==> src/rtl/dreq_fe_pkg.sv <==
// Package: shared defaults, channel output record and request-to-interface
// mapping for the external DMA request front end.
package dreq_fe_pkg;

    localparam int unsigned DEF_NUM_REQ    = 4;  // external request pins
    localparam int unsigned DEF_NUM_IF     = 5;  // handshaking interfaces
    localparam int unsigned DEF_IF_BASE    = 1;  // interface of request 0
    localparam int unsigned DEF_SYNC_DEPTH = 2;  // synchronizer flops

    // Per-channel outputs gathered in one record.
    typedef struct packed {
        logic start;
        logic held;
    } chan_out_t;

    // Interface index served by a given external request.
    function automatic int unsigned if_of_req(input int unsigned req_idx,
                                              input int unsigned base);
        return req_idx + base;
    endfunction

endpackage

==> src/rtl/dreq_sync.sv <==
// Module: dreq_sync
// Brings one asynchronous active-low request pin into the clock domain and
// inverts it to active high through a chain of DEPTH flops.
// Assumes: DEPTH >= 2; reset loads the inactive level (pin high = 0 here),
// so releasing reset with the pin high never looks like a request.
module dreq_sync #(
    parameter int unsigned DEPTH = 2
) (
    input  logic clk,
    input  logic rst_n,
    input  logic pin_n,
    output logic req_sync
);

    logic [DEPTH-1:0] chain;

    // Shift the inverted pin level through the synchronizer chain.
    always_ff @(posedge clk) begin
        if (!rst_n) begin
            chain <= '0;
        end else begin
            chain <= {chain[DEPTH-2:0], ~pin_n};
        end
    end

    assign req_sync = chain[DEPTH-1];

endmodule

==> src/rtl/dreq_edge.sv <==
// Module: dreq_edge
// Keeps the synchronized request for one more cycle and reports its rising
// edge as a single-cycle pulse.
// Assumes: the input is already in the clock domain.
module dreq_edge (
    input  logic clk,
    input  logic rst_n,
    input  logic req_sync,
    output logic rise
);

    logic req_prev;

    // Delay stage that the edge compare uses.
    always_ff @(posedge clk) begin
        if (!rst_n) begin
            req_prev <= 1'b0;
        end else begin
            req_prev <= req_sync;
        end
    end

    // Rising edge: request present now, absent one cycle earlier.
    assign rise = req_sync & ~req_prev;


    pulse_single_cycle_chk: assert property (@(posedge clk) disable iff (!rst_n)
        rise |=> !rise);


    level_no_restart_chk: assert property (@(posedge clk) disable iff (!rst_n)
        (req_sync && $stable(req_sync)) |-> !rise);

endmodule

==> src/rtl/dreq_hold.sv <==
// Module: dreq_hold
// Held request toward one handshaking interface. It is set by a start pulse
// and cleared by that interface's acknowledge; a start in the same cycle as
// an acknowledge keeps the request set.
// Assumes: ack belongs to the same interface as this channel.
module dreq_hold (
    input  logic clk,
    input  logic rst_n,
    input  logic set_i,
    input  logic ack_i,
    output logic held_o
);

    // Set has priority over clear.
    always_ff @(posedge clk) begin
        if (!rst_n) begin
            held_o <= 1'b0;
        end else if (set_i) begin
            held_o <= 1'b1;
        end else if (ack_i) begin
            held_o <= 1'b0;
        end
    end


    set_after_start_chk: assert property (@(posedge clk) disable iff (!rst_n)
        set_i |=> held_o);


    stays_until_ack_chk: assert property (@(posedge clk) disable iff (!rst_n)
        (held_o && !ack_i) |=> held_o);


    ack_clears_chk: assert property (@(posedge clk) disable iff (!rst_n)
        (held_o && ack_i && !set_i) |=> !held_o);


    no_spurious_set_chk: assert property (@(posedge clk) disable iff (!rst_n)
        (!held_o && !set_i) |=> !held_o);

endmodule

==> src/rtl/ext_dreq_frontend.sv <==
// Module: ext_dreq_frontend
// Front end for asynchronous active-low external DMA request pins. Each pin
// is synchronized, its rising (active-high) edge is detected, and a held
// request is raised on handshaking interface IF_BASE+n until acknowledged.
// Assumes: NUM_IF >= IF_BASE + NUM_REQ; interfaces outside the mapped range
// are driven idle and their acknowledges are ignored.
module ext_dreq_frontend
    import dreq_fe_pkg::*;
#(
    parameter int unsigned NUM_REQ    = DEF_NUM_REQ,
    parameter int unsigned NUM_IF     = DEF_NUM_IF,
    parameter int unsigned IF_BASE    = DEF_IF_BASE,
    parameter int unsigned SYNC_DEPTH = DEF_SYNC_DEPTH
) (
    input  logic               clk,
    input  logic               rst_n,
    input  logic [NUM_REQ-1:0] req_n_i,
    input  logic [NUM_IF-1:0]  hs_ack_i,
    output logic [NUM_IF-1:0]  hs_req_o,
    output logic [NUM_REQ-1:0] start_o
);

    localparam int unsigned IF_LAST = IF_BASE + NUM_REQ - 1;

    chan_out_t [NUM_REQ-1:0] chan;
    logic                    unused_ack_bits;

    // Acknowledge bits of unmapped interfaces are not used.
    assign unused_ack_bits = ^hs_ack_i;

    // One synchronizer, edge detector and held request per external pin.
    for (genvar n = 0; n < NUM_REQ; n++) begin : g_chan
        localparam int unsigned IFX = if_of_req(n, IF_BASE);
        logic req_sync;
        logic rise;

        dreq_sync #(.DEPTH(SYNC_DEPTH)) u_sync (
            .clk      (clk),
            .rst_n    (rst_n),
            .pin_n    (req_n_i[n]),
            .req_sync (req_sync)
        );

        dreq_edge u_edge (
            .clk      (clk),
            .rst_n    (rst_n),
            .req_sync (req_sync),
            .rise     (rise)
        );

        dreq_hold u_hold (
            .clk    (clk),
            .rst_n  (rst_n),
            .set_i  (rise),
            .ack_i  (hs_ack_i[IFX]),
            .held_o (chan[n].held)
        );

        assign chan[n].start = rise;
        assign start_o[n]    = chan[n].start;


        start_to_own_if_chk: assert property (@(posedge clk) disable iff (!rst_n)
            start_o[n] |=> hs_req_o[IFX]);
    end

    // Route held requests onto the interface vector; unmapped ones stay idle.
    for (genvar k = 0; k < NUM_IF; k++) begin : g_if
        if (k >= IF_BASE && k <= IF_LAST) begin : g_mapped
            assign hs_req_o[k] = chan[k-IF_BASE].held;
        end else begin : g_idle
            assign hs_req_o[k] = 1'b0;
        end
    end


    reset_quiet_chk: assert property (@(posedge clk)
        !rst_n |=> (hs_req_o == '0 && start_o == '0));

endmodule

==> config.mk <==
export PLATFORM = sky130hd
export DESIGN_NAME = ext_dreq_frontend
export DESIGN_NICKNAME = d
export VERILOG_FILES = /design/src/rtl/dreq_fe_pkg.sv /design/src/rtl/dreq_sync.sv /design/src/rtl/dreq_edge.sv /design/src/rtl/dreq_hold.sv /design/src/rtl/ext_dreq_frontend.sv
export SDC_FILE = /design/constraint.sdc
export NUM_CORES = 1
export LEC_CHECK = 0
export BUFFER_PORTS_ARGS = -buffer_cell sky130_fd_sc_hd__buf_2
export CAP_MARGIN = 15
export CORE_AREA = 2 2 39 41
export DETAILED_ROUTE_END_ITERATION = 8
export DIE_AREA = 0 0 41 43
export PLACE_DENSITY_LB_ADDON = 0.1
export SYNTH_ARGS = -nofsm -noshare
export SYNTH_HDL_FRONTEND = slang
export SYNTH_SLANG_ARGS = --single-unit
==> constraint.sdc <==
create_clock -name clk -period 0.95 [get_ports clk]
set_input_delay 0.095 -clock clk [delete_from_list [all_inputs] [get_ports clk]]
set_output_delay 0.095 -clock clk [all_outputs]
set_load 0.03 [all_outputs]
==> flow_summary.ini, run 1 <==
[outcome]
status = finished, violations left
violations = setup timing

[yosys]
synth_top_cell_by_area = dfxtp_1
synth.avg_cell_area_um2 = 10.9
synth_nets = 62
synth_adder_area_share = 0
synth_top_family_by_area = simple AND/OR/NAND/NOR gates
netlist.area_leader.share = 0.574
synth.distinct_cells = 7
yosys_warnings = 0
syn-instance-count = 51
synth.area.top_cells = dfxtp_1 (57%), nor2b_1 (13%), buf_4 (12%), and2_1 (9.0%), o21a_1 (5.4%)
synth-xor-area-share = 0
muxShareOfSynthArea = 0
synth-compound-area-share = 0.0538
synthSimpleGateAreaFrac = 0.224
syn_area_um2 = 558
synth_seq_cells = 16
seq_area_frac_synth = 0.574

[route]
dr_total_vias = 336
wire_per_inst_um = 8.49
route.detailed.drc = 0
postRouteAntennaNets = 0
routed_via_density = 4.05
drtPass1Iterations = 1
drt-initial-drc-count = 0
routed_wirelength_um = 705

[floorplanning]
die_y_um = 43
dieArea_mm2 = 0.00176
start_util = 0.403
ios = 20
die_w_um = 41
rows = 14
core-area_mm2 = 0.00138

[global_routing]
overflow = 0
grt_pass1_vias = 273
grt_max_degree = 17
grt_use_total = 0.0903
grt_pass1_wl_um = 1030
antenna_found_initial = 0

[power]
power.density_mw_per_mm2 = 1610
fin_total_pwr_uw = 1160
power_leakage_uw = 0.000329
irDropWorstVdd_mv = 0.811

[sta]
fin_hold_ws_ns = 0.122
finalMaxSlewViolations = 0
setup_viol = 4
fin_crit_ns = 0.976
fin_ws_ns = -0.0262
final-hold-violation-count = 0
fin_crit_sh = 1.03
rsz0062_at_grt = yes
max_freq_ghz = 1.02
skew_ns = 0.000202
final.setup.tns_ns = -0.0738

[worst_setup_path]
critPathLaunch = g_chan[2].u_sync.chain[1]
critPathBufInv = 1
slowest_stage = dfxtp_2
max_stage_delay_ns = 0.33
r2r_start = g_chan[1].u_sync.chain[1]
criticalPathCategory = reg -> out
cp_num_cells = 2
reg2regPathDepth = 3
crit_path_start_kind = flip-flop
critical_path.max_fanout = 2
worstPathCellList = nor2b_4 > buf_6
critical_path_required_ns = 0.85
arrival_ns = 0.88
cp_top_family = flip-flops
endpoint_kind = output pin

[cells_and_area]
drive_gt1_frac = 0.448
fin_area_um2 = 722
diodes = 0
layout.nets = 80
fill_cells = 129
area_growth_syn_to_layout_pct = 29.4

[job]
cap_viol_max_count = 0

[hold_path]
hold_class = in -> reg
hold_start = hs_ack_i[3]
hold_depth = 3

[place]
placed_area_um2 = 584
post-place-ws_ns = 0.175
gp_congestion = 0.592
port_buffers = 17

[clocking]
clk_pin_slew_worst_paths_ns = 0.08
cts_buffers = 3
clockBufferDepth = 2
cts_sinks = 16
insertion_delay_ns = 0.27
htree_levels = 1
cts_root_buf = clkbuf_4
cts_tree = done
## metal layers
| metal | global-route usage | wire length, µm | vias to the layer above |
|---|---|---|---|
| met3 | 0.0314 | 57 | 0 |
| met4 | 0.0600 | 0 | 0 |
| li1 | - | - | 178 |
| met1 | 0.120 | 331 | 143 |
| met5 | 0 | 0 | - |
| met2 | 0.119 | 316 | 15 |
## tightest hold or removal path, stage by stage
cell,delay [ns]
buf_2,0.07
nor2b_1,0.03
o21a_1,0.15
## cells by family after synthesis
family,count (synthesis)
compound gates,4
flops,16
simple gates,20
buf+inv,10
other cells,1
## registers in the layout (all words and copies together) (netlist names)
register,count
g_chan.u_sync.chain,8
g_chan.u_hold.held_o,4
g_chan.u_edge.req_prev,4
## synthesized netlist by cell type, drive strengths merged
cell type,number
and2,8
buf,10
conb,1
dfxtp,16
nor2b,12
o21a,4
## through the flow
step | instances | util
5_1_grt | 83 | 0.522
3_3_place_gp | 74 | 0.422
6_report | 83 | 0.522
4_1_cts | 81 | 0.511
3_5_place_dp | 74 | 0.422
2_1_floorplan | 51 | -
## where the power goes
group | switching [µW] | total, µW | internal (µW) | leakage, µW
sequential | 9.70 | 708 | 698 | 0.000133
clock | 177 | 323 | 146 | 0.0000138
combinational | 60.3 | 130 | 69.7 | 0.000182
total | 247 | 1160 | 914 | 0.000329
## layout by cell type, fill, tap and decap left out, drive strengths merged
cell          n
nor2b        12
and2          8
clkbuf        3
conb          1
dlygate4sd3   4
o21a          4
buf          19
dfxtp        16
## final cells by class
type                       count  area [µm²]  share of cell area
multi-input combinational     25         189               0.262
clock buffer                   3        22.5              0.0312
timing repair buffer          23         165               0.229
sequential                    16         325               0.451
tap                           16        20.0              0.0277
## path summary, 6_finish.rpt
check                               to  slack [ns]
max                         start_o[2]       -0.03
min            g_chan[2].u_hold.held_o        0.12
max reg2reg    g_chan[1].u_hold.held_o        0.11
min reg2reg  g_chan[0].u_sync.chain[1]        0.43
## repair_timing
| action | in CTS | in global routing |
|---|---|---|
| gates cloned | 0 | 0 |
| setup buffers | 0 | 2 |
| gates resized for setup | 20 | 0 |
| endpoints found under the setup margin | 4 | 4 |
| hold buffers | 4 | 0 |
| endpoints found under the hold margin | 4 | 0 |
No activity file was read; power rests on OpenSTA's default activity.
==> run 2: changes to the inputs <==
clock period = 0.9 ns   (was 0.95 ns; I/O delays follow)
==> run 2 against run 1 <==
The flow still finishes with violations (setup timing). Non-clock buffer count is the same. Critical path depth unchanged. Final area is 1.4% higher. Count of clock-buffer cells in the layout did not move. Die area unchanged.
==> flow_summary.ini, run 2 (synthesized netlist as in run 1, its figures left out) <==
[sta]
rsz0062_at_grt = yes
skew_ns = 0.000519
max_freq_ghz = 1.03
fin_crit_sh = 1.08
fin_ws_ns = -0.0719
setup_viol = 4
fin_crit_ns = 0.972
final-hold-violation-count = 0
finalMaxSlewViolations = 0
final.setup.tns_ns = -0.262

[cells_and_area]
diodes = 0
fin_area_um2 = 732
seq_area_um2 = 325
largest-register = g_chan.u_sync.chain
fill_cells = 126
reg_top3 = g_chan.u_sync.chain x8, g_chan.u_edge.req_prev x4, g_chan.u_hold.held_o x4
final_cell_mix = dfxtp_1 (12), buf_2 (9), and2_1 (8), nor2b_1 (8), buf_4 (6)
final_cells = 83
layout_commonest_cell = dfxtp_1
largest_reg_flops = 8
fin_util = 0.529
multi_input_area_um2 = 189
area_growth_syn_to_layout_pct = 31.2
layout.nets = 80
drive_gt1_frac = 0.448

[global_routing]
overflow = 0
grt_pass1_wl_um = 1030
grt_max_degree = 17
antenna_found_initial = 0
grt_pass1_vias = 283
grt_use_total = 0.0903

[clocking]
cts_buffers = 3
clk_pin_slew_worst_paths_ns = 0.09
cts_tree = done
cts_root_buf = clkbuf_4
cts_sinks = 16
htree_levels = 1
clockBufferDepth = 2
insertion_delay_ns = 0.27

[floorplanning]
core-area_mm2 = 0.00138
dieArea_mm2 = 0.00176
ios = 20
rows = 14
start_util = 0.403
die_w_um = 41
die_y_um = 43

[power]
power.density_mw_per_mm2 = 1690
irDropWorstVdd_mv = 0.864
power_leakage_uw = 0.000329

[hold_path]
hold_class = in -> reg

[route]
route.detailed.drc = 0
wl_met3_um = 62
met1Wirelength_um = 345
routed_via_density = 4.07
dr.max_layer_used = met3
wire_per_inst_um = 8.76
postRouteAntennaNets = 0
met2_wirelength_um = 319
drtPass1Iterations = 1
routed_wirelength_um = 727
drt-initial-drc-count = 0
dr_total_vias = 338

[worst_setup_path]
arrival_ns = 0.88
endpoint_kind = output pin
crit_path_start_kind = flip-flop
worstPathCellList = nor2b_4 > buf_6
critical_path_required_ns = 0.81
max_stage_delay_ns = 0.33
critical_path.max_fanout = 2
cp_top_family = flip-flops
critPathBufInv = 1
slowest_stage = dfxtp_2
criticalPathCategory = reg -> out

[outcome]
status = finished, violations left
violations = setup timing

[place]
port_buffers = 17
placed_area_um2 = 584
place_inst = 74
gp_congestion = 0.591

[job]
cap_viol_max_count = 0
run 2: cell counts in the layout (fill, tap and decap cells not counted):
No cell type changed its count.
run 2: path summary, 6_finish.rpt:
| path | slack, ns | cells after the start | endpoint | startpoint |
|---|---|---|---|---|
| setup / recovery | -0.07 | 2 | start_o[2] | g_chan[2].u_sync.chain[1] |
| hold / removal | 0.11 | 3 | g_chan[3].u_hold.held_o | hs_ack_i[4] |
| setup reg to reg | 0.07 | 3 | g_chan[2].u_hold.held_o | g_chan[2].u_sync.chain[1] |
| hold reg to reg | 0.43 | 1 | g_chan[0].u_sync.chain[1] | g_chan[0].u_sync.chain[0] |
run 2: routing by layer:
layer | GRT usage | vias to the layer above
met5 | 0 | -
met4 | 0.0600 | 0
met3 | 0.0314 | 0
met2 | 0.122 | 15
met1 | 0.116 | 143
li1 | - | 180
run 2: final cells by class:
type	count	area share
clock buffer	3	0.0308
timing repair buffer	23	0.239
tap	16	0.0274
multi-input combinational	25	0.258
sequential	16	0.444
run 2: through the flow:
stage	setup WS (ns)	hold WS [ns]	total power [µW]
after floorplan	0.201	0.162	851
after global placement	0.132	0.245	861
after detailed placement	0.126	0.247	863
after CTS	-0.0850	0.108	1250
after global routing	-0.110	0.124	1290
final	-0.0719	0.114	1240
run 2: power by group:
group | total, µW | internal [µW] | leakage, µW | switching (µW)
Sequential | 747 | 737 | 0.000133 | 10.5
Clock | 348 | 155 | 0.0000138 | 193
Combinational | 141 | 77.2 | 0.000182 | 64.2
Total | 1240 | 969 | 0.000329 | 268
run 2: worst register-to-register path: cells and delay by family (launching register included):
kind	cells	cell delay, ns
buffers and inverters	1	0.12
AO/OA/AOI/OAI	1	0.17
flip-flops	1	0.33
AND/OR/NAND/NOR	1	0.12
run 2: repair_timing:
action,4_1_cts,5_1_grt
hold buffers,4,0
buffers inserted,1,1
endpoints found under the setup margin,4,8
gates resized for setup,20,8
hold endpoints to repair,4,0
==> run 3: changes to the inputs <==
clock period = 1.05 ns   (was 0.9 ns; I/O delays follow)
==> run 3 against run 2 <==
Clock power rose by 13%. Routed wire length fell by 2.6%. Sequential power fell by 14%. Register-to-register slack improved by 0.26 ns. Final cell count fell by 1.2%. Largest cell class unchanged. Global-route usage fell by 0.20 points. The flow now finishes without violations. Die area did not move. Sequential share of layout area rose by 0.60 points. Final area fell by 1.7%. Count of clock-buffer cells in the layout rose by 1.
==> flow_summary.ini, run 3 (synthesized netlist as in run 1, its figures left out) <==
[outcome]
status = completed

[worst_setup_path]
critical_path_required_ns = 0.94
criticalPathCategory = reg -> out
worstPathCellList = nor2b_4 > buf_6
endpoint = start_o[2]
arrival_ns = 0.90
endpoint_kind = output pin
rrSetupSlack_ns = 0.33
critical_path.max_fanout = 2
critPathLaunch = g_chan[2].u_sync.chain[1]
r2r_start = g_chan[1].u_sync.chain[1]
reg2regPathDepth = 2
crit_path_start_kind = flip-flop
slowest_stage = dfxtp_1
max_stage_delay_ns = 0.33
r2r-end = g_chan[1].u_hold.held_o

[floorplanning]
start_util = 0.403
dieArea_mm2 = 0.00176
ios = 20
die_y_um = 43
rows = 14
die_w_um = 41
core-area_mm2 = 0.00138

[global_routing]
grt_pass1_wl_um = 972
grt_max_degree = 17
grt_pass1_vias = 268
grt_use_total = 0.0882
overflow = 0
antenna_found_initial = 0

[clocking]
clockBufferDepth = 2
insertion_delay_ns = 0.28
clk_pin_slew_worst_paths_ns = 0.09
cts_root_buf = clkbuf_4
cts_tree = done
htree_levels = 1
postCtsSetupBuffers = 0
cts_buffers = 3
cts_sinks = 16

[sta]
finalMaxSlewViolations = 0
rsz0062_at_grt = yes
final-hold-violation-count = 0
fin_hold_ws_ns = 0.123
fin_ws_ns = 0.0473
final.setup.tns_ns = 0
max_freq_ghz = 0.997
skew_ns = 0.00153
fin_crit_ns = 1.00
setup_viol = 0
fin_crit_sh = 0.955

[route]
postRouteAntennaNets = 0
routed_via_density = 4.01
routed_wirelength_um = 708
dr_total_vias = 329
route.detailed.drc = 0
drt-initial-drc-count = 0
wire_per_inst_um = 8.63
drtPass1Iterations = 1

[cells_and_area]
fill_cells = 126
largest_reg_flops = 8
drive_gt1_frac = 0.424
layout.nets = 78
diodes = 0
final_cell_mix = dfxtp_1 (13), buf_2 (13), and2_1 (8), nor2b_1 (8)
fin_util = 0.520
largest-register = g_chan.u_sync.chain
reg_top3 = g_chan.u_sync.chain x8, g_chan.u_edge.req_prev x4, g_chan.u_hold.held_o x4
area_growth_syn_to_layout_pct = 28.9

[place]
post-place-ws_ns = 0.268
gp_congestion = 0.591
port_buffers = 17

[power]
power.density_mw_per_mm2 = 1590
power_leakage_uw = 0.000325
irDropWorstVdd_mv = 0.544

[job]
cap_viol_max_count = 0

[hold_path]
hold_start = hs_ack_i[2]
hold_class = in -> reg
-- run 3: repair_timing --
item / CTS / global route
hold buffers: 4 / 0
endpoints found under the setup margin: 4 / 4
endpoints found under the hold margin: 4 / 0
resized for setup: 9 / 10
-- run 3: layout make-up --
type	count	area, µm²	share of cell area
clock buffer	4	36.3	0.0504
multi-input combinational	25	189	0.263
sequential	16	324	0.450
tap	16	20.0	0.0278
timing repair buffer	21	150	0.209
-- run 3: power by group --
part / internal [µW] / switching (µW)
Sequential: 631 / 8.67
Clock: 211 / 183
Combinational: 59.6 / 54.0
Total: 902 / 246
-- run 3: how the worst min path moves through the flow --
stage	endpoint	cells after the start	slack, ns
detailed placement	g_chan[0].u_sync.chain[0]	2	0.26
floorplan	g_chan[0].u_sync.chain[0]	1	0.18
global route	g_chan[0].u_hold.held_o	3	0.12
CTS	g_chan[1].u_hold.held_o	3	0.11
finish	g_chan[1].u_hold.held_o	3	0.12
global placement	g_chan[0].u_sync.chain[0]	2	0.26
-- run 3: per-layer routing --
layer | global-route usage | up-vias | wire length, µm
met5 | 0 | - | 0
met4 | 0.0800 | 0 | 0
met3 | 0.0314 | 0 | 54
met2 | 0.119 | 15 | 330
met1 | 0.103 | 139 | 323
li1 | - | 175 | -
-- run 3: through the flow --
step / std cells / power (µW) / area, µm²
detailed placement: 74 / 739 / 584
floorplan: 51 / 729 / 558
global route: 82 / 1210 / 719
CTS: 82 / 1160 / 684
finish: 82 / 1150 / 719
global placement: 74 / 738 / 584
-- run 3: critical path: cells and delay by family (launching register included) --
family / cells / cell delay, ns
flops: 1 / 0.33
buf+inv: 1 / 0.14
simple gates: 1 / 0.15
